==> src/rtl/ctl_cmd_status.sv <==
module ctl_cmd_status (
  input  logic        clk,
  input  logic        rst_n,
  input  logic [15:0] host_cmd,
  input  logic        chan_attn,
  input  logic        irq_enable,
  input  logic        cu_done,
  input  logic        cu_done_int,
  input  logic        cu_end_of_list,
  input  logic        cu_hold,
  input  logic        ru_frame_done,
  input  logic        ru_out_of_buffers,
  input  logic        ru_hold,
  output logic [15:0] status_word,
  output logic        irq
);

  localparam logic [2:0] OP_START   = 3'd1;
  localparam logic [2:0] OP_RESUME  = 3'd2;
  localparam logic [2:0] OP_SUSPEND = 3'd3;
  localparam logic [2:0] OP_ABORT   = 3'd4;

  localparam logic [2:0] CU_IDLE = 3'd0;
  localparam logic [2:0] CU_SUSP = 3'd1;
  localparam logic [2:0] CU_ACT  = 3'd2;

  localparam logic [2:0] RU_IDLE  = 3'd0;
  localparam logic [2:0] RU_SUSP  = 3'd1;
  localparam logic [2:0] RU_NORES = 3'd2;
  localparam logic [2:0] RU_READY = 3'd4;

  logic [2:0] cu_q, cu_nxt, ru_q, ru_nxt;
  logic [3:0] cause_q, cause_nxt, cause_set;

  wire [2:0] cu_op  = host_cmd[10:8];
  wire [2:0] ru_op  = host_cmd[6:4];
  wire [3:0] ack    = chan_attn ? host_cmd[15:12] : 4'd0;
  wire       cu_cmd = chan_attn && cu_op >= OP_START && cu_op <= OP_ABORT;
  wire       ru_cmd = chan_attn && ru_op >= OP_START && ru_op <= OP_ABORT;

  always_comb begin
    cu_nxt = cu_q;
    if (cu_cmd) begin
      case (cu_op)
        OP_START:   cu_nxt = CU_ACT;
        OP_RESUME:  if (cu_q == CU_SUSP) cu_nxt = CU_ACT;
        OP_SUSPEND: if (cu_q == CU_ACT) cu_nxt = CU_SUSP;
        default:    cu_nxt = CU_IDLE;
      endcase
    end else if (cu_q == CU_ACT) begin
      if (cu_end_of_list)  cu_nxt = CU_IDLE;
      else if (cu_hold)    cu_nxt = CU_SUSP;
    end
  end

  always_comb begin
    ru_nxt = ru_q;
    if (ru_cmd) begin
      case (ru_op)
        OP_START:   ru_nxt = RU_READY;
        OP_RESUME:  if (ru_q == RU_SUSP) ru_nxt = RU_READY;
        OP_SUSPEND: if (ru_q == RU_READY) ru_nxt = RU_SUSP;
        default:    ru_nxt = RU_IDLE;
      endcase
    end else if (ru_q == RU_READY) begin
      if (ru_out_of_buffers) ru_nxt = RU_NORES;
      else if (ru_hold)      ru_nxt = RU_SUSP;
    end
  end

  assign cause_set = {cu_q == CU_ACT && cu_done && cu_done_int,
                      ru_q == RU_READY && ru_frame_done,
                      cu_q == CU_ACT && cu_nxt != CU_ACT,
                      ru_q == RU_READY && ru_nxt != RU_READY};
  assign cause_nxt = (cause_q & ~ack) | cause_set;

  always_ff @(posedge clk) begin
    if (!rst_n) begin
      cu_q    <= CU_IDLE;
      ru_q    <= RU_IDLE;
      cause_q <= 4'd0;
    end else begin
      cu_q    <= cu_nxt;
      ru_q    <= ru_nxt;
      cause_q <= cause_nxt;
    end
  end

  assign status_word = {cause_q, 1'b0, cu_q, 1'b0, ru_q, 4'b0000};
  assign irq         = irq_enable && (cause_q != 4'd0);

  assert_cu_abort_R2: assert property (@(posedge clk) disable iff (!rst_n)
    (chan_attn && host_cmd[10:8] == 3'd4) |=> status_word[10:8] == 3'd0);

  assert_resume_ignored_R3: assert property (@(posedge clk) disable iff (!rst_n)
    (chan_attn && host_cmd[10:8] == 3'd2 && status_word[10:8] != 3'd1)
      |=> $stable(status_word[10:8]));

  assert_cna_on_leave_R6: assert property (@(posedge clk) disable iff (!rst_n)
    ($past(status_word[10:8]) == 3'd2 && status_word[10:8] != 3'd2)
      |-> status_word[13]);

  assert_ack_clears_R9: assert property (@(posedge clk) disable iff (!rst_n)
    (chan_attn && host_cmd[15] && !(cu_done && cu_done_int)) |=> !status_word[15]);

  assert_no_space_R5: assert property (@(posedge clk) disable iff (!rst_n)
    (!chan_attn && status_word[6:4] == 3'd4 && ru_out_of_buffers)
      |=> status_word[6:4] == 3'd2);

endmodule

==> config.mk <==
export PLATFORM = sky130hd
export DESIGN_NAME = ctl_cmd_status
export DESIGN_NICKNAME = d
export VERILOG_FILES = /design/src/rtl/ctl_cmd_status.sv
export SDC_FILE = /design/constraint.sdc
export NUM_CORES = 1
export LEC_CHECK = 0
export ABC_CLOCK_PERIOD_IN_PS = 1350
export CAP_MARGIN = 20
export CORE_ASPECT_RATIO = 1.5
export CORE_MARGIN = 3
export CORE_UTILIZATION = 30
export CTS_BUF_LIST = sky130_fd_sc_hd__clkbuf_16
export CTS_CLUSTER_SIZE = 28
export DETAILED_ROUTE_END_ITERATION = 10
export PLACE_DENSITY = 0.69
export SETUP_SLACK_MARGIN = 0.4
export SYNTH_ARGS = -nofsm -noshare
export SYNTH_HDL_FRONTEND = slang
export SYNTH_SLANG_ARGS = --single-unit
==> constraint.sdc <==
create_clock -name clk -period 1.35 [get_ports clk]
set_input_delay 0.27 -clock clk [delete_from_list [all_inputs] [get_ports clk]]
set_output_delay 0.27 -clock clk [all_outputs]
set_load 0.01 [all_outputs]
==> results summary, run 1 <==
After legalization and detailed placement, the total HPWL measured about 1.9 mm. The number of CTS-inserted buffers came out at 3. The share of the synthesized area in compound gates (AO/OA/AOI/OAI) is 31.9%.

Hold repair after CTS inserted 0 buffers. The floorplan die height is approximately 65 um. The share of synthesized area spent on multiplexers came out at 1.42%. The number of synthesized flops with an enable pin is 0. During placement, the flow inserted port buffers numbering 31. The die span in x came out at 45.6 um.

In this run the critical register-to-register path is launched from ru_q[1]. Setup repair after global routing could not meet its margin everywhere. The number of ports placed on the die boundary came out at 44. The power share of the combinational group is around a quarter. For this run, the leading register cell type out of synthesis is sky130_fd_sc_hd__dfxtp_1.

The number of storage elements in the synthesis netlist came out at 10. The max-cap violation count is 0. The number of endpoints with negative hold slack in the final report came out at 0. After synthesis, the mean cell area works out to 7.77 sq um. The worst-case clock skew came out at between 0.003 and 0.004 ns. TritonCTS built the clock tree. After detailed placement, the total cell area comes to roughly 0.0012 sq mm. The finished layout holds roughly 170 standard cells, fillers aside. The total of warnings raised by yosys came out at 0.

The switching portion of total power came out at 24.4%. The maximum operating frequency came out at 734 MHz. Clock tree synthesis selected as its root buffer the cell sky130_fd_sc_hd__clkbuf_16.

Yosys attributes the largest share of cell area to sky130_fd_sc_hd__dfxtp_1 (28%), sky130_fd_sc_hd__buf_4 (7.4%), sky130_fd_sc_hd__nor2b_1 (6.2%), sky130_fd_sc_hd__o21ai_0 (5.7%), sky130_fd_sc_hd__a21oi_1 (3.5%). By count the netlist is led by sky130_fd_sc_hd__dfxtp_1 (10), sky130_fd_sc_hd__o21ai_0 (8), sky130_fd_sc_hd__buf_4 (7), sky130_fd_sc_hd__nor2b_1 (7). Entering global routing, the biggest net connects 9 pins. The power spent charging and discharging nets is about 270 uW. Counting tap cells, the placed design contains a total of around 160 instances.

The buffer depth of the longest clock path is 2. The layout cell share with drive strength beyond 1 is between 50% and 60%. After detailed routing, the number of vias per cell comes to a little over 5. The count of vias placed by the detailed router is 903. In this run the critical register-to-register path is captured at cause_q[0].

The final number of max-transition violations came out at 0. The number of distinct library cells after synthesis is 34. The insertion delay to the later sink of the worst-skew pair is 0.24 ns. Global routing used roughly 20% of the available tracks. The number of cell rows is 20.

The flow ran to the end, but the final reports show violations. The post-detailed-route DRC marker count is 0. The first-pass GRT wire length is between 4 and 5 mm. The synthesized design spends more area on one cell type than any other, namely sky130_fd_sc_hd__dfxtp_1. The synthesis-to-finish area growth is 117%. The most frequent cell after synthesis is sky130_fd_sc_hd__dfxtp_1. The die area is ~0.003 sq mm. The share of the Yosys chip area taken by registers is between 20 and 30%.

The data required time at the worst endpoint came out at 1.08 ns. The start point of the worst min-delay path is chan_attn. Of the total synthesized cell area, the portion taken by AND, OR, NAND and NOR gates is 25.3%. The power density normalized to cell area came out at 724 mW/mm^2. The final routed wirelength across all metal layers came out at 2.70 mm. The maximum vdd drop is 0.514 mV. The total number of clock tree sinks is 10. The internal power is around 840 uW. By area, the combinational part of the netlist is dominated by compound AO/OA/AOI/OAI gates. The number of global-route vias before repair is 955.

The number of iterations in the first detailed-routing pass is 3. The final setup violation count is 1. The net count reported at finish is 181.

The residual antenna-violating net count after detailed routing came out at 0. The summed area of non-filler cells in the final layout is around 0.0015 sq mm. The data arrival time of the worst path is between 1 and 1.5 ns. The register-to-register path setup slack is about 0.13 ns. The number of cells on the worst reg-to-reg path is 5. The synthesized instance count is 91.

The fraction of synthesized cell area in xor and xnor cells came out at under 10%. The setup slack after layout came out at -0.0116 ns. In the synthesized netlist the async set-or-reset flop fraction comes to 0%. The detailed router's first-iteration violation count is 4. The final RePlAce weighted congestion is 0.882. The worst hold path passes through 3 cells. The part of the cycle the worst path needs is 101%. The final critical delay including setup and external delays is between 1 and 1.5 ns. Final hold analysis gives a worst-case slack of 0.458 ns. The post-synthesis adder-cell area fraction is 0%. The worst setup slack before clock tree synthesis came out at -0.447 ns. For hold timing, the worst endpoint is cu_q[2].

After global routing the overflow that remains totals 0. The clock network power share came out at between 40 and 50%. CTS built an H-tree with a depth of 1. Summed over its instances, the top area cell type makes up 28.3% of the synthesized netlist area. The setup path with the least slack is of type flip-flop to primary output. The initial antenna violation count came out at 0. The relative contribution of sequential cells to total power is between 20% and 30%. The final reports fail on setup timing. The top fanout value on the critical path came out at 2.

The path class of the tightest hold or removal check is input port to flip-flop. After detailed routing, the average wire length per cell comes to approximately 16 um. For this design the static power due to leakage is 0.000634 uW. The startpoint kind of the worst setup timing path is a flip-flop. The initial cell density of the core is roughly 33%. The number of diodes added for antenna fixing is 0.

The CTS clock-pin slew for the worst setup and hold paths came out at ~0.04 ns. The worst setup path is captured at a primary output. The cell area after synthesis came out at roughly 700 sq um. The core region is approximately 0.0021 sq mm.
==> what timing repair did <==
action / in CTS / in global routing
pin swaps: 16 / 9
buffers inserted: 5 / 5
endpoints found under the setup margin: 21 / 20
resized for setup: 111 / 12
==> how the worst max path moves through the flow <==
stage | from | end | slack, ns | cells after the start
after CTS | cause_q[3] | irq | -0.02 | 2
after detailed placement | host_cmd[6] | ru_q[2] | -0.45 | 6
after global routing | cause_q[3] | irq | -0.04 | 2
final | cause_q[3] | irq | -0.01 | 2
after floorplan | ru_q[2] | cause_q[0] | 0.19 | 4
after global placement | host_cmd[6] | ru_q[2] | -0.45 | 6
==> final cells by class <==
class,instances,area (sq um)
Multi-Input combinational cell,74,637
Fill cell,171,593
Timing Repair Buffer,60,544
Sequential cell,10,229
Clock buffer,3,75.1
Tap cell,22,27.5
Inverter,5,21.3
==> metal layers <==
metal	track usage, %	vias to the layer above	part of all wire, %
met5	0	-	0
met1	17.0	429	32
li1	-	450	-
met3	3.29	4	3.4
met4	11.0	0	1.8
met2	39.2	20	63
==> worst max-delay path: stages (launching register included) <==
cell,delay [ns]
sky130_fd_sc_hd__dfxtp_2,0.31
sky130_fd_sc_hd__o41a_1,0.40
sky130_fd_sc_hd__buf_2,0.14
==> cell families (layout without fill, tap and decap cells) <==
logic type	after synthesis	in the layout
buf+inv	12	68
other cells	1	6
mux	1	1
compound gates	33	33
xor+xnor	2	2
simple gates	32	32
flops	10	10
==> power by group through the flow <==
stage | Clock [uW] | Combinational [uW] | Sequential [uW]
after detailed placement | 0 | 236 | 316
after global placement | 0 | 231 | 317
after global routing | 540 | 308 | 312
after floorplan | 0 | 95.5 | 319
after CTS | 526 | 270 | 311
final | 514 | 286 | 311
==> cell usage in the layout, fill, tap and decap left out, drive strengths merged, types with 2 or more instances in the layout <==
master,n
nor2b,7
and3b,2
a32oi,2
a21oi,5
nand3b,2
nor3,2
and2,2
xor2,2
nor2,6
clkbuf,4
a31oi,4
dfxtp,10
nand2b,2
buf,43
o21ai,10
conb,6
inv,5
clkdlybuf4s50,8
a221oi,2
dlygate4sd2,7
nand2,6
==> metrics by stage <==
step                power (uW)  setup TNS [ns]  util, %
finish                    1110         -0.0116     72.1
global route              1160         -0.0415     72.1
global placement           548           -2.67     56.7
detailed placement         552           -2.92     56.7
CTS                       1110         -0.0174     68.6
floorplan                  414               0        -
==> registers in the layout, indices dropped and copies added (netlist names) <==
name     cells
cause_q      4
cu_q         3
ru_q         3
Power figures use the tool's default switching activity.
==> run 2, diff against run 1 <==
--- a/config.mk
+++ b/config.mk
@@ -7,13 +7,15 @@
 export LEC_CHECK = 0
 export ABC_CLOCK_PERIOD_IN_PS = 1350
 export CAP_MARGIN = 20
-export CORE_ASPECT_RATIO = 1.5
+export CELL_PAD_IN_SITES_DETAIL_PLACEMENT = 1
+export CELL_PAD_IN_SITES_GLOBAL_PLACEMENT = 2
 export CORE_MARGIN = 3
 export CORE_UTILIZATION = 30
 export CTS_BUF_LIST = sky130_fd_sc_hd__clkbuf_16
 export CTS_CLUSTER_SIZE = 28
 export DETAILED_ROUTE_END_ITERATION = 10
-export PLACE_DENSITY = 0.69
+export DONT_BUFFER_PORTS = 1
+export PLACE_DENSITY = 0.75
 export SETUP_SLACK_MARGIN = 0.4
 export SYNTH_ARGS = -nofsm -noshare
 export SYNTH_HDL_FRONTEND = slang
==> results summary, run 2 (synthesis gave the netlist of run 1 again) <==
Run status: completed (was finished, violations left). The final number of max-transition violations came out at 0 (unchanged). The die span in x came out at 54.5 um (was 45.6 um). The combined flip-flop and latch cell area is 226 sq um (was 229 sq um).

The kind of cell adding the most delay to the critical path is compound AO/OA/AOI/OAI gates (unchanged). The insertion delay to the later sink of the worst-skew pair came to 0.23 ns (was 0.24 ns). The data arrival time of the worst path is 1.02 ns (was 1.09 ns). The overall global routing resource usage was 15.2% (was 19.8%). The number of levels the H-tree was split into came out at 1 (unchanged). The clock tree root buffer cell is sky130_fd_sc_hd__clkbuf_16 (unchanged).

The detailed router's first-iteration violation count came out at 2 (was 4). The post-detailed-route DRC marker count came out at 0 (unchanged). The maximum operating frequency came out at 775 MHz (was 734 MHz). The synthesis-to-finish area growth is 37.5% (was 117%).

The initial antenna violation count came out at 0 (unchanged). The largest net degree at the start of global routing is 15 (was 9). The type of the tightest min-delay check is input port to flip-flop (unchanged). The CTS tree is yes (unchanged). Cell-by-cell listing of the critical path: o41a_1 (was o41a_1, buf_2).

The count of buffer and inverter cells on the critical path came out at 0 (was 1). The total global routing overflow came to 0 (unchanged). The area of the placeable core came to 0.00210 sq mm (was 0.00213 sq mm). The max-cap violation count is 0 (unchanged).

The top fanout value on the critical path is 3 (was 2). The number of fillers in the final layout is 259 (was 171). The first-pass GRT wire length is 3.19 mm (was 4.22 mm). The critical path class is flip-flop to primary output (unchanged). The post-layout total power is 944 uW (was 1110 uW). The data required time at the worst endpoint is 1.08 ns (about the same). The summed area of non-filler cells in the final layout is 972 sq um (was 0.00153 sq mm).

The average routed wire per standard cell is 16.8 um (was 15.5 um). The critical path capture point type is a primary output (unchanged). Unrepaired setup endpoints after global routing: true (unchanged).

The clock network power share is 54.0% (was 46.2%). The number of global-route vias before repair is 705 (was 955). The number of diodes added for antenna fixing is 0 (unchanged). The buffer depth of the longest clock path is 2 (unchanged). The number of iterations in the first detailed-routing pass is 2 (was 3). Biggest registers after layout: cause_q x4, cu_q x3, ru_q x3 (unchanged). The floorplan die height is 54.5 um (was 65.5 um). The number of ports placed on the die boundary is 44 (unchanged).

The post-detailed-route via-to-cell ratio was 5.65 (was 5.19). The maximum vdd drop came to 0.916 mV (was 0.514 mV). The relative contribution of sequential cells to total power came out at 33.6% (was 28.0%). The internal power is 739 uW (was 840 uW). Top library cells by usage in the layout, fill and taps aside: sky130_fd_sc_hd__nor2_1 (6), sky130_fd_sc_hd__nand2_1 (6), sky130_fd_sc_hd__conb_1 (6), sky130_fd_sc_hd__dfxtp_4 (6), sky130_fd_sc_hd__nor2b_1 (5) (was sky130_fd_sc_hd__buf_4 (20), sky130_fd_sc_hd__buf_6 (17), sky130_fd_sc_hd__clkdlybuf4s50_1 (8)). The longest individual stage delay on the worst path is 0.45 ns (was 0.40 ns).

The power density normalized to cell area came to 971 mW/mm^2 (was 724 mW/mm^2). The cell type of the slowest stage on the worst timing path was sky130_fd_sc_hd__o41a_1 (unchanged). The worst-case clock skew is 0.000396 ns (was 0.00307 ns). The power share of the combinational group is 12.5% (was 25.8%). The count of vias placed by the detailed router came out at 695 (was 903).

The instance area after placement came out at 782 sq um (was 0.00121 sq mm). The power spent charging and discharging nets is 205 uW (was 271 uW). The leakage component of the power was 0.000341 uW (was 0.000634 uW).

The total number of clock tree sinks is 10 (unchanged). The number of endpoints with negative hold slack in the final report came out at 0 (unchanged). The hold-fix buffer count after cts came out at 0 (unchanged). The switching portion of total power came out at 21.7% (was 24.4%). The layout cell share with drive strength beyond 1 is 38.5% (was 55.9%).

The half-perimeter wire length of the detailed placement result came out at 1.56 mm (was 1.90 mm). The residual antenna-violating net count after detailed routing came out at 0 (unchanged). The CTS clock-pin slew for the worst setup and hold paths came to 0.04 ns (about the same). The number of CTS-inserted buffers is 3 (unchanged).

The number of flip-flops in the largest register came out at 4 (unchanged). The final critical delay including setup and external delays is 1.29 ns (was 1.36 ns). The final routed wirelength across all metal layers is 2.06 mm (was 2.70 mm). The final setup violation count is 0 (was 1).

The die area is 0.00298 sq mm (was 0.00299 sq mm). The initial cell density of the core is 33.6% (was 33.2%). The count of input and output buffers is 0 (was 31).

The net count reported at finish came out at 125 (was 181). The final RePlAce weighted congestion is 0.683 (was 0.882). The part of the cycle the worst path needs was 95.6% (was 101%).

The utilization after layout came out at 46.3% (was 72.1%). The area used by multi-input combinational logic is 572 sq um (was 637 sq um). The startpoint kind of the worst setup timing path is a flip-flop (unchanged). The register bank with the most flops is cause_q (unchanged). The number of cell rows is 16 (was 20).
run 2: changes by cell type in the layout (fill, tap and decap cells not counted), sizes merged:
cell	delta
buf	-39
clkbuf	-1
dlygate4sd2	-7
clkdlybuf4s50	-8
clkdlybuf4s15	-1
run 2: final timing paths:
check | from | end | slack, ns | cells past startpoint
worst max-delay path | cause_q[3] | irq | 0.06 | 1
worst min-delay path | chan_attn | cu_q[2] | 0.12 | 1
worst max register to register | ru_q[2] | cause_q[0] | 0.07 | 4
worst min register to register | cu_q[2] | cu_q[2] | 0.54 | 2
run 2: repair_timing:
action / 4_1_cts / 5_1_grt
gates resized for setup: 21 / 6
setup endpoints to repair: 12 / 13
pin swaps: 16 / 6
buffers inserted: 1 / 0
run 2: area by class of cell:
class	count	area share [%]
Sequential cell	10	23.3
Clock buffer	3	7.72
Multi-Input combinational cell	74	58.8
Timing Repair Buffer	4	4.25
Tap cell	27	3.47
Inverter	5	2.45
run 2: power groups by stage:
stage | Combinational, uW | Sequential [uW] | Clock [uW]
4_1_cts | 113 | 315 | 523
2_1_floorplan | 95.5 | 319 | 0
5_1_grt | 130 | 318 | 536
3_5_place_dp | 97.2 | 321 | 0
6_report | 118 | 317 | 509
3_3_place_gp | 93.1 | 321 | 0
run 2: stage by stage:
stage	TNS [ns]	hold WS [ns]	cells	setup slack, ns
2_1_floorplan	0	0.384	96	0.187
5_1_grt	0	0.131	123	0.00110
4_1_cts	0	0.118	123	0.0375
3_5_place_dp	-0.00944	0.368	119	-0.00944
3_3_place_gp	0	0.362	119	0.0619
6_report	0	0.123	123	0.0591
run 2: layer usage:
| metal | wire length (um) | share of wire [%] | vias to the layer above | GRT usage [%] |
|---|---|---|---|---|
| met5 | 0 | 0 | - | 0 |
| met4 | 23 | 1.1 | 0 | 7.47 |
| met3 | 154 | 7.5 | 2 | 4.63 |
| met2 | 965 | 47 | 26 | 21.7 |
| met1 | 919 | 45 | 332 | 20.3 |
| li1 | - | - | 335 | - |
